`src/rtl/pit_pkg.sv`:
```
package pit_pkg;
  localparam int unsigned DATA_W     = 32;
  localparam int unsigned ADDR_W     = 3;
  localparam int unsigned PRE_W      = 12;
  localparam int unsigned SRC_W      = 2;
  localparam int unsigned CTL_EN     = 0;
  localparam int unsigned CTL_ENMODE = 1;
  localparam int unsigned CTL_IE     = 2;
  localparam int unsigned CTL_RLD    = 3;
  localparam int unsigned CTL_PRE_LO = 4;
  localparam int unsigned CTL_SWR    = 16;
  localparam int unsigned CTL_OVW    = 17;
  localparam int unsigned CTL_SRC_LO = 24;
  localparam int unsigned CTL_KEEP_W = 26;

  typedef enum logic [ADDR_W-1:0] {
    A_CTRL = 3'd0,
    A_STAT = 3'd1,
    A_LOAD = 3'd2,
    A_CMP  = 3'd3,
    A_CNT  = 3'd4
  } reg_addr_e;

  typedef enum logic [SRC_W-1:0] {
    SRC_OFF   = 2'd0,
    SRC_FAST0 = 2'd1,
    SRC_FAST1 = 2'd2,
    SRC_SLOW  = 2'd3
  } tick_src_e;
endpackage

```
`src/rtl/pit_regs.sv`:
```
module pit_regs
  import pit_pkg::*;
(
  input  logic              clk,
  input  logic              rst_n,
  input  logic              bus_wr,
  input  logic [ADDR_W-1:0] bus_addr,
  input  logic [DATA_W-1:0] bus_wdata,
  input  logic              expire,
  output logic [DATA_W-1:0] ctrl_q,
  output logic [DATA_W-1:0] load_q,
  output logic [DATA_W-1:0] cmp_q,
  output logic              flag_q,
  output logic              cnt_load,
  output logic [DATA_W-1:0] cnt_load_val,
  output logic              pre_clear
);
  localparam logic [DATA_W-1:0] KEEP_MASK =
    (({{(DATA_W-1){1'b0}}, 1'b1} << CTL_KEEP_W) - 1'b1) & ~({{(DATA_W-1){1'b0}}, 1'b1} << CTL_SWR);
  localparam logic [DATA_W-1:0] ALL_ONES = '1;

  logic wr_ctrl, wr_stat, wr_load, wr_cmp, soft_rst;
  logic [DATA_W-1:0] ctrl_d, load_d, cmp_d;
  logic flag_d;

  always_comb begin
    wr_ctrl  = bus_wr && (bus_addr == A_CTRL);
    wr_stat  = bus_wr && (bus_addr == A_STAT);
    wr_load  = bus_wr && (bus_addr == A_LOAD);
    wr_cmp   = bus_wr && (bus_addr == A_CMP);
    soft_rst = wr_ctrl && bus_wdata[CTL_SWR];
  end

  always_comb begin
    ctrl_d = ctrl_q;
    load_d = load_q;
    cmp_d  = cmp_q;
    flag_d = flag_q;
    if (wr_stat) flag_d = 1'b0;
    if (expire)  flag_d = 1'b1;
    if (soft_rst) begin
      load_d = ALL_ONES;
      cmp_d  = '0;
      flag_d = 1'b0;
    end
    if (wr_ctrl) ctrl_d = bus_wdata & KEEP_MASK;
    if (wr_load) load_d = bus_wdata;
    if (wr_cmp)  cmp_d  = bus_wdata;
  end

  always_comb begin
    cnt_load = soft_rst
            || (wr_ctrl && bus_wdata[CTL_EN] && !bus_wdata[CTL_ENMODE])
            || (wr_load && ctrl_q[CTL_OVW]);
    if (wr_load)       cnt_load_val = bus_wdata;
    else if (soft_rst) cnt_load_val = ALL_ONES;
    else               cnt_load_val = load_q;
    pre_clear = wr_ctrl;
  end

  always_ff @(posedge clk or negedge rst_n) begin
    if (!rst_n) begin
      ctrl_q <= '0;
      load_q <= ALL_ONES;
      cmp_q  <= '0;
      flag_q <= 1'b0;
    end else begin
      ctrl_q <= ctrl_d;
      load_q <= load_d;
      cmp_q  <= cmp_d;
      flag_q <= flag_d;
    end
  end

  // a status write without a simultaneous expiry leaves the flag clear
  p_stat_clear_r6: assert property (@(posedge clk) disable iff (!rst_n)
    (wr_stat && !expire && !soft_rst) |=> !flag_q);
  // an expiry always leaves the flag set
  p_expiry_flag_r5: assert property (@(posedge clk) disable iff (!rst_n)
    expire |=> flag_q);
  // soft reset restores load, compare and flag
  p_soft_reset_r9: assert property (@(posedge clk) disable iff (!rst_n)
    (soft_rst && !wr_load) |=> (load_q == ALL_ONES && cmp_q == '0 && !flag_q));
  // the self-clearing reset bit never reads back as set
  p_swr_clear_r2: assert property (@(posedge clk) disable iff (!rst_n)
    !ctrl_q[CTL_SWR]);
endmodule

```
`src/rtl/pit_prescale.sv`:
```
module pit_prescale
  import pit_pkg::*;
(
  input  logic             clk,
  input  logic             rst_n,
  input  logic             tick_fast,
  input  logic             tick_slow,
  input  logic [SRC_W-1:0] src,
  input  logic             enable,
  input  logic [PRE_W-1:0] pre_div,
  input  logic             clear,
  output logic             step
);
  logic [PRE_W-1:0] phase_q, phase_d;
  logic             sel_tick, live_tick, wrap;

  always_comb begin
    unique case (tick_src_e'(src))
      SRC_OFF:   sel_tick = 1'b0;
      SRC_FAST0,
      SRC_FAST1: sel_tick = tick_fast;
      SRC_SLOW:  sel_tick = tick_slow;
      default:   sel_tick = 1'b0;
    endcase
  end

  always_comb begin
    live_tick = enable && sel_tick;
    wrap      = (phase_q == pre_div);
    step      = live_tick && wrap && !clear;
    phase_d   = phase_q;
    if (clear)          phase_d = '0;
    else if (live_tick) phase_d = wrap ? '0 : phase_q + 1'b1;
  end

  always_ff @(posedge clk or negedge rst_n) begin
    if (!rst_n) phase_q <= '0;
    else        phase_q <= phase_d;
  end

  // the divider phase never runs past the programmed divisor
  p_phase_bound_r3: assert property (@(posedge clk) disable iff (!rst_n)
    phase_q <= pre_div);
  // no counting step without a selected tick
  p_step_needs_tick_r3: assert property (@(posedge clk) disable iff (!rst_n)
    step |-> (enable && (tick_fast || tick_slow)));
endmodule

```
`src/rtl/pit_count.sv`:
```
module pit_count
  import pit_pkg::*;
(
  input  logic              clk,
  input  logic              rst_n,
  input  logic              step,
  input  logic              load_req,
  input  logic [DATA_W-1:0] load_val,
  input  logic              reload_mode,
  input  logic [DATA_W-1:0] reload_val,
  output logic [DATA_W-1:0] cnt_q,
  output logic              expire
);
  localparam logic [DATA_W-1:0] ALL_ONES = '1;
  logic [DATA_W-1:0] cnt_d;
  logic              at_zero;

  always_comb begin
    at_zero = (cnt_q == '0);
    expire  = step && at_zero && !load_req;
    cnt_d   = cnt_q;
    if (load_req)    cnt_d = load_val;
    else if (step)   cnt_d = at_zero ? (reload_mode ? reload_val : ALL_ONES)
                                     : cnt_q - 1'b1;
  end

  always_ff @(posedge clk or negedge rst_n) begin
    if (!rst_n) cnt_q <= ALL_ONES;
    else        cnt_q <= cnt_d;
  end

  // a plain step lowers the count by exactly one
  p_decrement_r3: assert property (@(posedge clk) disable iff (!rst_n)
    (step && !load_req && cnt_q != '0) |=> (cnt_q == $past(cnt_q) - 1'b1));
  // with no step and no load the count holds
  p_hold_r4: assert property (@(posedge clk) disable iff (!rst_n)
    (!step && !load_req) |=> $stable(cnt_q));
  // wrap target in free-running mode
  p_wrap_r5: assert property (@(posedge clk) disable iff (!rst_n)
    (step && !load_req && cnt_q == '0 && !reload_mode) |=> (cnt_q == ALL_ONES));
  // reload target in periodic mode
  p_reload_r5: assert property (@(posedge clk) disable iff (!rst_n)
    (step && !load_req && cnt_q == '0 && reload_mode) |=> (cnt_q == $past(reload_val)));
  // a forced load lands on the next edge
  p_forced_load_r8: assert property (@(posedge clk) disable iff (!rst_n)
    load_req |=> (cnt_q == $past(load_val)));
endmodule

```
`src/rtl/pit_dn_timer.sv`:
```
module pit_dn_timer
  import pit_pkg::*;
(
  input  logic              clk,
  input  logic              rst_n,
  input  logic              tick_fast,
  input  logic              tick_slow,
  input  logic              bus_wr,
  input  logic [ADDR_W-1:0] bus_addr,
  input  logic [DATA_W-1:0] bus_wdata,
  output logic [DATA_W-1:0] bus_rdata,
  output logic              irq
);
  logic [DATA_W-1:0] ctrl_q, load_q, cmp_q, cnt_q, cnt_load_val;
  logic              flag_q, cnt_load, pre_clear, step, expire;

  pit_regs u_regs (
    .clk          (clk),
    .rst_n        (rst_n),
    .bus_wr       (bus_wr),
    .bus_addr     (bus_addr),
    .bus_wdata    (bus_wdata),
    .expire       (expire),
    .ctrl_q       (ctrl_q),
    .load_q       (load_q),
    .cmp_q        (cmp_q),
    .flag_q       (flag_q),
    .cnt_load     (cnt_load),
    .cnt_load_val (cnt_load_val),
    .pre_clear    (pre_clear)
  );

  pit_prescale u_pre (
    .clk       (clk),
    .rst_n     (rst_n),
    .tick_fast (tick_fast),
    .tick_slow (tick_slow),
    .src       (ctrl_q[CTL_SRC_LO +: SRC_W]),
    .enable    (ctrl_q[CTL_EN]),
    .pre_div   (ctrl_q[CTL_PRE_LO +: PRE_W]),
    .clear     (pre_clear),
    .step      (step)
  );

  pit_count u_cnt (
    .clk         (clk),
    .rst_n       (rst_n),
    .step        (step),
    .load_req    (cnt_load),
    .load_val    (cnt_load_val),
    .reload_mode (ctrl_q[CTL_RLD]),
    .reload_val  (load_q),
    .cnt_q       (cnt_q),
    .expire      (expire)
  );

  always_comb begin
    unique case (bus_addr)
      A_CTRL:  bus_rdata = ctrl_q;
      A_STAT:  bus_rdata = {{(DATA_W-1){1'b0}}, flag_q};
      A_LOAD:  bus_rdata = load_q;
      A_CMP:   bus_rdata = cmp_q;
      A_CNT:   bus_rdata = cnt_q;
      default: bus_rdata = '0;
    endcase
    irq = flag_q && ctrl_q[CTL_IE];
  end

  // a status write with no expiry drops the interrupt on the next edge
  p_irq_drop_r7: assert property (@(posedge clk) disable iff (!rst_n)
    (bus_wr && bus_addr == A_STAT && !expire) |=> !irq);
  // an expiry with the mask already open raises the interrupt
  p_irq_raise_r7: assert property (@(posedge clk) disable iff (!rst_n)
    (expire && ctrl_q[CTL_IE] && !(bus_wr && bus_addr == A_CTRL)) |=> irq);
endmodule

```
`config.mk`:
```
export PLATFORM = sky130hd
export DESIGN_NAME = pit_dn_timer
export DESIGN_NICKNAME = d
export VERILOG_FILES = /design/src/rtl/pit_pkg.sv /design/src/rtl/pit_regs.sv /design/src/rtl/pit_prescale.sv /design/src/rtl/pit_count.sv /design/src/rtl/pit_dn_timer.sv
export SDC_FILE = /design/constraint.sdc
export NUM_CORES = 1
export LEC_CHECK = 0
export BUFFER_PORTS_ARGS = -buffer_cell sky130_fd_sc_hd__buf_2
export CAP_MARGIN = 30
export CORE_MARGIN = 2
export CORE_UTILIZATION = 55
export DETAILED_ROUTE_END_ITERATION = 10
export PLACE_DENSITY = 0.75
export SLEW_MARGIN = 20
export SYNTH_ARGS = -nofsm -noshare
export SYNTH_HDL_FRONTEND = slang
export SYNTH_HIERARCHICAL = 1
export SYNTH_SLANG_ARGS = --single-unit
```
`constraint.sdc`:
```
create_clock -name clk -period 3.7 [get_ports clk]
set_input_delay 0.37 -clock clk [delete_from_list [all_inputs] [get_ports clk]]
set_output_delay 0.37 -clock clk [all_outputs]
set_load 0.05 [all_outputs]
```
==> flow_summary.toml, run 1 <==
[worst_setup_path]
cp_common_cell = "or3_1"
worstPathMaxFanout = 18
crit_chain = "or4_1 -> or3_1 -> or3_1 -> nor2_1 -> inv_1 -> mux2i_1 -> o32a_1"
startpoint_type = "flop"
slowest_delay_ns = 0.72
crit_buf_inv = 1
rrSetupSlack_ns = 0.67
reg2reg_depth = 7
r2r-start = "u_cnt/cnt_q[6]"
critPathArrivalTime_ns = 3.40
cp-end-kind = "flop"
r2r-end = "u_regs/flag_q"
slowest_stage = "or3_1"
path_delay_family = "simple AND/OR/NAND/NOR gates"
worstPathRequired_ns = 4.06
path_class = "flop to flop"

[yosys]
synth_edf_count = 0
synth-seq-cells = 134
synth_top_cell_by_area = "dfrtp_1"
ys.flop_type = "dfrtp_1"
async_reset_ff_frac = 1.00
synth.cell_area_mm2 = 0.00807
seq_area_frac_synth = 0.425
syn_area_per_cell_um2 = 10.0
synth_area_leaders = "dfrtp_1 (22%), dfstp_2 (21%), mux2i_1 (4.3%)"
synth_common_cells = "dfrtp_1 (70), dfstp_2 (64), nand2_1 (58), nor3_1 (39), a21oi_1 (36)"
netlist_instances = 807
synth_cell_types = 78
ys_warn_count = 6
yosysMostFrequentCell = "dfrtp_1"
netlist.area_leader.share = 0.217

[timing]
maxSlewViolCount = 0
min_period_ns = 3.03
max_slew.worst_pin.slew_ns = 0.849
final.setup.tns_ns = 0
fin_hold_ws_ns = -0.0282
fin_worst_skew_ns = 0.00653
grt_setup_unrepaired = "no"
setup_viol = 0
slew_headroom = 0.430
min_period_over_period = 0.819
hold_viol = 5
max_freq_mhz = 330

[clock_network]
h-tree-depth = 4
insertion_delay_ns = 0.43
cts.path.max_buffers = 2
root_buffer = "clkbuf_16"
clk_pin_slew_ns = 0.06
cts_made_buffers = 17
cts_tree = "yes"
post_cts_buffers = 0
clock_sinks = 134
holdBufCountCts = 0
cts_resized = 0

[floorplanning]
rows = 44
die_area_mm2 = 0.0157
die_y_um = 125
initial_core_util = 0.559
dieWidth_um = 125
core_mm2 = 0.0144
ios = 73

[grt]
grt_usage = 0.299
grt_pass1_wl_mm = 37.3
grt_max_degree = 81
grt_antenna_before_repair = 0
grt_pass1_vias = 6907
grt_overflow = 0

[layout]
antenna_cells = 0
n_fill_cell = 1225
regArea_mm2 = 0.00343
multiInputGateArea_mm2 = 0.00416
area_delta_synth_final_pct = 11.5
final_nets = 906
drive_above_1_share = 0.273

[detailed_routing]
drt.antenna.violating_nets = 0
dr.pass1.iters = 5
routed_wl_mm = 22.8
wire_per_inst_um = 21.6
vias_per_cell = 6.61
drt-initial-drc-count = 758
vias = 6989
post-route-drc-count = 0

[place]
portBuffers = 72
hpwl_mm = 15.3
gp_congestion = 0.885

[power_and_ir_drop]
power_density_mw_per_mm2 = 577
ir_drop_mv = 0.337
p_leak_nw = 3.78

[status]
status = "complete, but fails checks"
violations = "negative hold slack"

[run]
drv_cap = 0

[hold_path]
hold_class = "input pin to asynchronous set/reset pin"
## where the power goes
group	leakage, nW	internal, mW	switching, mW
combinational	1.98	0.584	0.786
clock	0.258	0.924	0.606
sequential	1.54	1.91	0.385
total	3.78	3.41	1.78
## flip-flops by register name (all words and copies together) (netlist names)
signal / count
u_cnt/cnt_q: 32
u_pre/phase_q: 12
u_regs/cmp_q: 32
u_regs/ctrl_q: 25
u_regs/flag_q: 1
u_regs/load_q: 32
## worst reg2reg max path: stages (launching register included)
cell and delay [ns]:
dfstp_2 0.40, or4_1 0.66, or3_1 0.58, or3_1 0.72, nor2_1 0.24, inv_1 0.06, mux2i_1 0.14, o32a_1 0.16
## logic make-up after synthesis
family,count (synthesis),share of synthesized area
xor gates and xnor gates,28,0.0304
adders and majority gates,5,0.00775
AOI/OAI and AO/OA,251,0.226
other,1,0.000465
and+or+nand+nor,242,0.167
buffers and inverters,85,0.0630
DFF,134,0.425
muxes,61,0.0797
## final cells by class
cell class                      count  share of cell area
Sequential cell                   134               0.382
Inverter                           13             0.00542
Clock buffer                       28              0.0563
Tap cell                          184              0.0256
Timing Repair Buffer              101              0.0663
Clock inverter                      4             0.00250
Multi-Input combinational cell    594               0.462
## metrics by stage
stage	power (mW)	worst slack (ns)	std cells	cell area, um^2	util
after floorplan	3.23	0.953	813	8090	-
after global placement	3.58	0.799	1026	8470	0.587
after detailed placement	3.65	0.721	1026	8470	0.587
after CTS	5.19	0.716	1058	9000	0.624
after global routing	5.45	0.394	1058	9000	0.624
final	5.19	0.668	1058	9000	0.624
## placed cells by master, fill, tap and decap left out, types with 5 or more instances in the layout
cell / n
o22a_1: 31
o21ai_1: 25
dfrtp_1: 70
o21ai_0: 25
nand3_1: 14
nor2_1: 34
nand4_1: 10
o21a_1: 5
buf_2: 71
or4_1: 7
dfstp_2: 64
a31oi_1: 9
and3_1: 6
nand2_1: 58
mux2_2: 25
ha_1: 5
a21oi_1: 36
nor3_1: 39
a22o_1: 33
clkbuf_1: 7
clkbuf_16: 17
xor2_1: 22
mux2i_1: 35
nor3b_1: 23
a2bb2oi_1: 31
nor4_1: 13
inv_1: 12
xnor2_1: 6
buf_4: 28
a221oi_1: 5
o31ai_1: 19
conb_1: 7
## worst max-delay path by stage
stage	end	cells after the start	startpoint	slack, ns
floorplan	u_cnt/cnt_q[28]	12	u_pre/phase_q[4]	0.95
global placement	u_cnt/cnt_q[18]	9	u_regs/ctrl_q[4]	0.80
detailed placement	u_regs/flag_q	7	u_cnt/cnt_q[6]	0.72
CTS	u_regs/flag_q	7	u_cnt/cnt_q[6]	0.72
global route	u_cnt/cnt_q[18]	9	u_pre/phase_q[2]	0.39
finish	u_regs/flag_q	7	u_cnt/cnt_q[6]	0.67
## layer usage
layer / track usage / up-vias / routed length [um]
li1: - / 3150 / -
met1: 0.422 / 3497 / 10200
met2: 0.462 / 302 / 10600
met3: 0.0685 / 40 / 1610
met4: 0.0948 / 0 / 422
met5: 0 / - / 0
Note: power is estimated with default switching activity, not from simulation.
==> run 2: changes to the inputs <==
- PLACE_DENSITY: 0.75 -> 0.78
- clock period: 3.7 -> 2.7 ns (I/O delays scaled with it)
==> run 2 against run 1 <==
  * The run now ends clean
  * Final cell count is 1.7% higher
  * Fmax is 19% higher
  * Clock power is 49% higher
  * Global-route usage is 1.0 points lower
  * Register-to-register slack worse by 0.51 ns
  * Count of clock-buffer cells in the layout is 8 lower
  * Largest power group unchanged
  * Critical endpoint is now u_cnt/cnt_q[31]
  * Die area stayed put
==> flow_summary.toml, run 2 (synthesis gave the netlist of run 1 again) <==
[status]
status = "completed"

[timing]
setup_viol = 0
grt_setup_unrepaired = "no"
max_freq_mhz = 393
min_period_ns = 2.55
min_period_over_period = 0.943
max_slew.worst_pin.slew_ns = 0.755
final.setup.worst_slack_ns = 0.154
slew_headroom = 0.497
final.setup.tns_ns = 0
fin_worst_skew_ns = 0.00935
maxSlewViolCount = 0
fin_hold_ws_ns = 0.102
hold_viol = 0

[detailed_routing]
drt-initial-drc-count = 635
vias_per_cell = 6.43
vias = 6917
post-route-drc-count = 0
dr.pass1.iters = 5
routed_wl_mm = 22.3
drt.antenna.violating_nets = 0
wire_per_inst_um = 20.7

[worst_setup_path]
path_class = "flop to flop"
worstPathMaxFanout = 24
worstPathRequired_ns = 3.05
startpoint_type = "flop"
critPathArrivalTime_ns = 2.89
cp-end-kind = "flop"

[power_and_ir_drop]
power_density_mw_per_mm2 = 796
p_leak_nw = 3.88
ir_drop_mv = 0.554

[floorplanning]
core_mm2 = 0.0144
initial_core_util = 0.559
dieWidth_um = 125
ios = 73
rows = 44
die_y_um = 125
die_area_mm2 = 0.0157

[layout]
antenna_cells = 0
top_regs = "u_cnt/cnt_q (32), u_regs/cmp_q (32), u_regs/load_q (32)"
final_nets = 924
final_util = 0.638
final_cell_mix = "buf_2 (71), dfrtp_1 (70), dfstp_2 (64)"
final_common_cell = "buf_2"
area_delta_synth_final_pct = 14.0
drive_above_1_share = 0.293
n_fill_cell = 1218

[clock_network]
clock_sinks = 134
cts_resized = 0
cts_tree = "yes"
clk_pin_slew_ns = 0.06
insertion_delay_ns = 0.42
cts.path.max_buffers = 2
h-tree-depth = 4
root_buffer = "clkbuf_16"
cts_made_buffers = 17

[grt]
grt_usage = 0.289
grt_antenna_before_repair = 0
grt_overflow = 0
grt_max_degree = 73
grt_pass1_wl_mm = 36.2
grt_pass1_vias = 6646

[place]
gp_congestion = 0.890
post-place-ws_ns = 0.197
portBuffers = 72
hpwl_mm = 15.2

[hold_path]
hold_class = "input pin to flop"

[run]
drv_cap = 0
-- run 2: changes by cell type in the layout (fill, tap and decap cells not counted), sizes merged --
cell,before,now
bufinv,0,2
clkbuf,28,20
clkinvlp,1,4
buf,101,118
clkinv,4,7
dlygate4sd3,0,1
-- run 2: critical path, cell delays in order (launching register included) --
cell and delay [ns]:
dfrtp_1 0.45, xor2_1 0.18, nor4_1 0.39, nand3_2 0.16, nor3_4 0.22, buf_4 0.31, nand2_1 0.21, buf_4 0.22
nand2_1 0.07, o31ai_1 0.07, o211ai_1 0.18
-- run 2: path summary, 6_finish.rpt --
path	cells after the start	start	endpoint	slack, ns
setup / recovery	10	u_pre/phase_q[2]	u_cnt/cnt_q[31]	0.15
hold / removal	2	bus_wdata[30]	u_regs/cmp_q[30]	0.10
hold reg to reg	1	u_regs/cmp_q[16]	u_regs/cmp_q[16]	0.50
min in group asynchronous	2	rst_n	u_regs/cmp_q[22]	0.44
setup reg to reg	10	u_pre/phase_q[2]	u_cnt/cnt_q[31]	0.15
max in group asynchronous	3	rst_n	u_regs/load_q[5]	1.51
-- run 2: metrics by stage --
stage	power [mW]	cell area (um^2)	std cells
after floorplan	4.43	8090	813
after global placement	4.96	8610	1043
after detailed placement	5.01	8610	1043
after CTS	7.32	9200	1076
after global routing	7.69	9200	1076
final	7.32	9200	1076
-- run 2: timing repair --
item                      4_1_cts  5_1_grt
hold buffers                    1        0
hold endpoints to repair       50        0
setup buffers                   0        0
-- run 2: cell type report --
type	instances	area, um^2	area share
inverters	13	48.8	0.00531
repair buffers	119	747	0.0812
flip-flops and latches	134	3430	0.373
multi-input cells	594	4160	0.452
clock buffers	20	447	0.0486
well taps	184	230	0.0250
clock inverters	12	131	0.0143
-- run 2: metal layers --
metal	GRT usage	wire length, um
met1	0.426	10200
met5	0	0
met2	0.427	9990
met3	0.0608	1670
met4	0.0954	372
-- run 2: power by group --
| group | switching, mW | total, mW | internal [mW] | leakage, nW |
|---|---|---|---|---|
| clock network | 0.903 | 2.28 | 1.38 | 0.272 |
| logic | 1.07 | 1.89 | 0.825 | 2.07 |
| registers | 0.536 | 3.15 | 2.61 | 1.54 |
==> run 3: changes to the inputs <==
- CELL_PAD_IN_SITES_DETAIL_PLACEMENT: not set -> 0
- CELL_PAD_IN_SITES_GLOBAL_PLACEMENT: not set -> 2
- CORE_UTILIZATION: 55 -> 35
- PLACE_DENSITY: 0.78 -> not set
- PLACE_DENSITY_LB_ADDON: not set -> 0.1
==> run 3 against run 2 <==
  * First-iteration DRC count decreased by 26%
  * Via count is essentially flat
  * Non-clock buffer count is 5 higher
  * Sequential share of layout area shrank 1.0 points
  * Critical endpoint is now u_regs/flag_q
  * Critical path type unchanged
  * Largest power group unchanged
==> flow_summary.toml, run 3 (synthesis gave the netlist of run 1 again) <==
[status]
status = "completed"

[layout]
final_cell_area_mm2 = 0.00945
regArea_mm2 = 0.00343
n_fill_cell = 2228
area_delta_synth_final_pct = 17.1
drive_above_1_share = 0.298
final_cell_mix = "buf_2 (71), dfrtp_1 (70), dfstp_2 (64)"
multiInputGateArea_mm2 = 0.00417
final_nets = 929
top_regs = "u_cnt/cnt_q (32), u_regs/cmp_q (32), u_regs/load_q (32)"
final_common_cell = "buf_2"
antenna_cells = 0

[clock_network]
cts_tree = "yes"
cts_made_buffers = 17
root_buffer = "clkbuf_16"
clk_pin_slew_ns = 0.06
h-tree-depth = 4
insertion_delay_ns = 0.43
post_cts_buffers = 0
cts.path.max_buffers = 2
clock_sinks = 134

[timing]
max_slew.worst_pin.slew_ns = 0.943
hold_viol = 0
fin_hold_ws_ns = 0.0981
fin_worst_skew_ns = 0.0116
slew_headroom = 0.370
maxSlewViolCount = 0
final.setup.tns_ns = 0
max_freq_mhz = 391
grt_setup_unrepaired = "no"
setup_viol = 0
min_period_ns = 2.56
min_period_over_period = 0.948

[floorplanning]
core_mm2 = 0.0226
rows = 55
dieWidth_um = 156
die_y_um = 156
initial_core_util = 0.356
ios = 73
die_area_mm2 = 0.0243

[grt]
grt_pass1_wl_mm = 42.0
grt_use_met2 = 0.334
grt_overflow = 0
grtUsageMet1 = 0.332
grt_max_degree = 59
use_met3 = 0.0472
top_usage_layer = "met2"
grt_usage = 0.225
grt_antenna_before_repair = 0
grt_pass1_vias = 7013

[hold_path]
hold_class = "input pin to flop"
hold_path.startpoint = "bus_wdata[28]"
min_path_cells = 2

[worst_setup_path]
cp-end-kind = "flop"
worstPathMaxFanout = 11
path_class = "flop to flop"
r2r-start = "u_cnt/cnt_q[6]"
reg2reg_depth = 7
worstPathRequired_ns = 3.06
critPathArrivalTime_ns = 2.92
startpoint_type = "flop"
startpoint = "u_cnt/cnt_q[6]"
rrSetupSlack_ns = 0.14
r2r-end = "u_regs/flag_q"
crit_end = "u_regs/flag_q"

[power_and_ir_drop]
ir_drop_mv = 0.364
p_leak_nw = 3.96
power_density_mw_per_mm2 = 809

[place]
hpwl_mm = 18.3
portBuffers = 72
place_area_mm2 = 0.00879
gp_congestion = 0.854

[detailed_routing]
drt.antenna.violating_nets = 0
vias = 6912
routed_wl_mm = 26.5
wire_per_inst_um = 22.4
dr.pass1.iters = 5
drt-initial-drc-count = 469
vias_per_cell = 5.85
post-route-drc-count = 0

[run]
drv_cap = 0
-- run 3: changes by cell type in the layout (fill, tap and decap cells not counted), sizes merged --
cell	delta
clkinv	-3
bufinv	+2
inv	+2
buf	+5
clkbuf	+2
clkinvlp	-3
-- run 3: per-layer routing --
layer  vias up  wire length [um]
met2       163             11300
met3        21              1280
met1      3524             13500
li1       3204                 -
met4         0               365
met5         -                 0
-- run 3: through the flow --
step           setup slack (ns)  power [mW]  std cells   util
3_3_place_gp              0.107        5.08       1148  0.388
5_1_grt                 0.00192        8.08       1182  0.418
6_report                  0.141        7.65       1182  0.418
3_5_place_dp             0.0794        5.11       1149  0.388
4_1_cts                  0.0263        7.71       1182  0.417
2_1_floorplan            0.0346        4.43        813      -
-- run 3: critical path, cell delays in order (launching register included) --
cell     delay [ns]
dfstp_2        0.40
or4_1          0.54
or3_1          0.40
or3_1          0.57
nor2_1         0.21
inv_1          0.07
mux2i_1        0.15
o32a_1         0.17
-- run 3: repair_timing --
item,4_1_cts,5_1_grt
gates resized for setup,0,2
hold endpoints to repair,26,0
hold buffers,1,0
setup endpoints to repair,0,9
-- run 3: worst min path at each step --
stage and endpoint:
2_1_floorplan u_pre/phase_q[0], 6_report u_regs/cmp_q[28], 3_5_place_dp u_regs/cmp_q[18], 5_1_grt u_regs/cmp_q[21]
3_3_place_gp u_regs/cmp_q[18], 4_1_cts u_regs/cmp_q[28]
-- run 3: where the power goes --
| part | internal, mW | switching (mW) |
|---|---|---|
| sequential | 2.61 | 0.532 |
| clock | 1.63 | 0.924 |
| combinational | 0.848 | 1.11 |
-- run 3: final cells by class --
| class | count | area share |
|---|---|---|
| Timing Repair Buffer | 124 | 0.0851 |
| Clock inverter | 10 | 0.0177 |
| Inverter | 13 | 0.00516 |
| Sequential cell | 134 | 0.363 |
| Tap cell | 285 | 0.0377 |
| Multi-Input combinational cell | 594 | 0.441 |
| Clock buffer | 22 | 0.0502 |
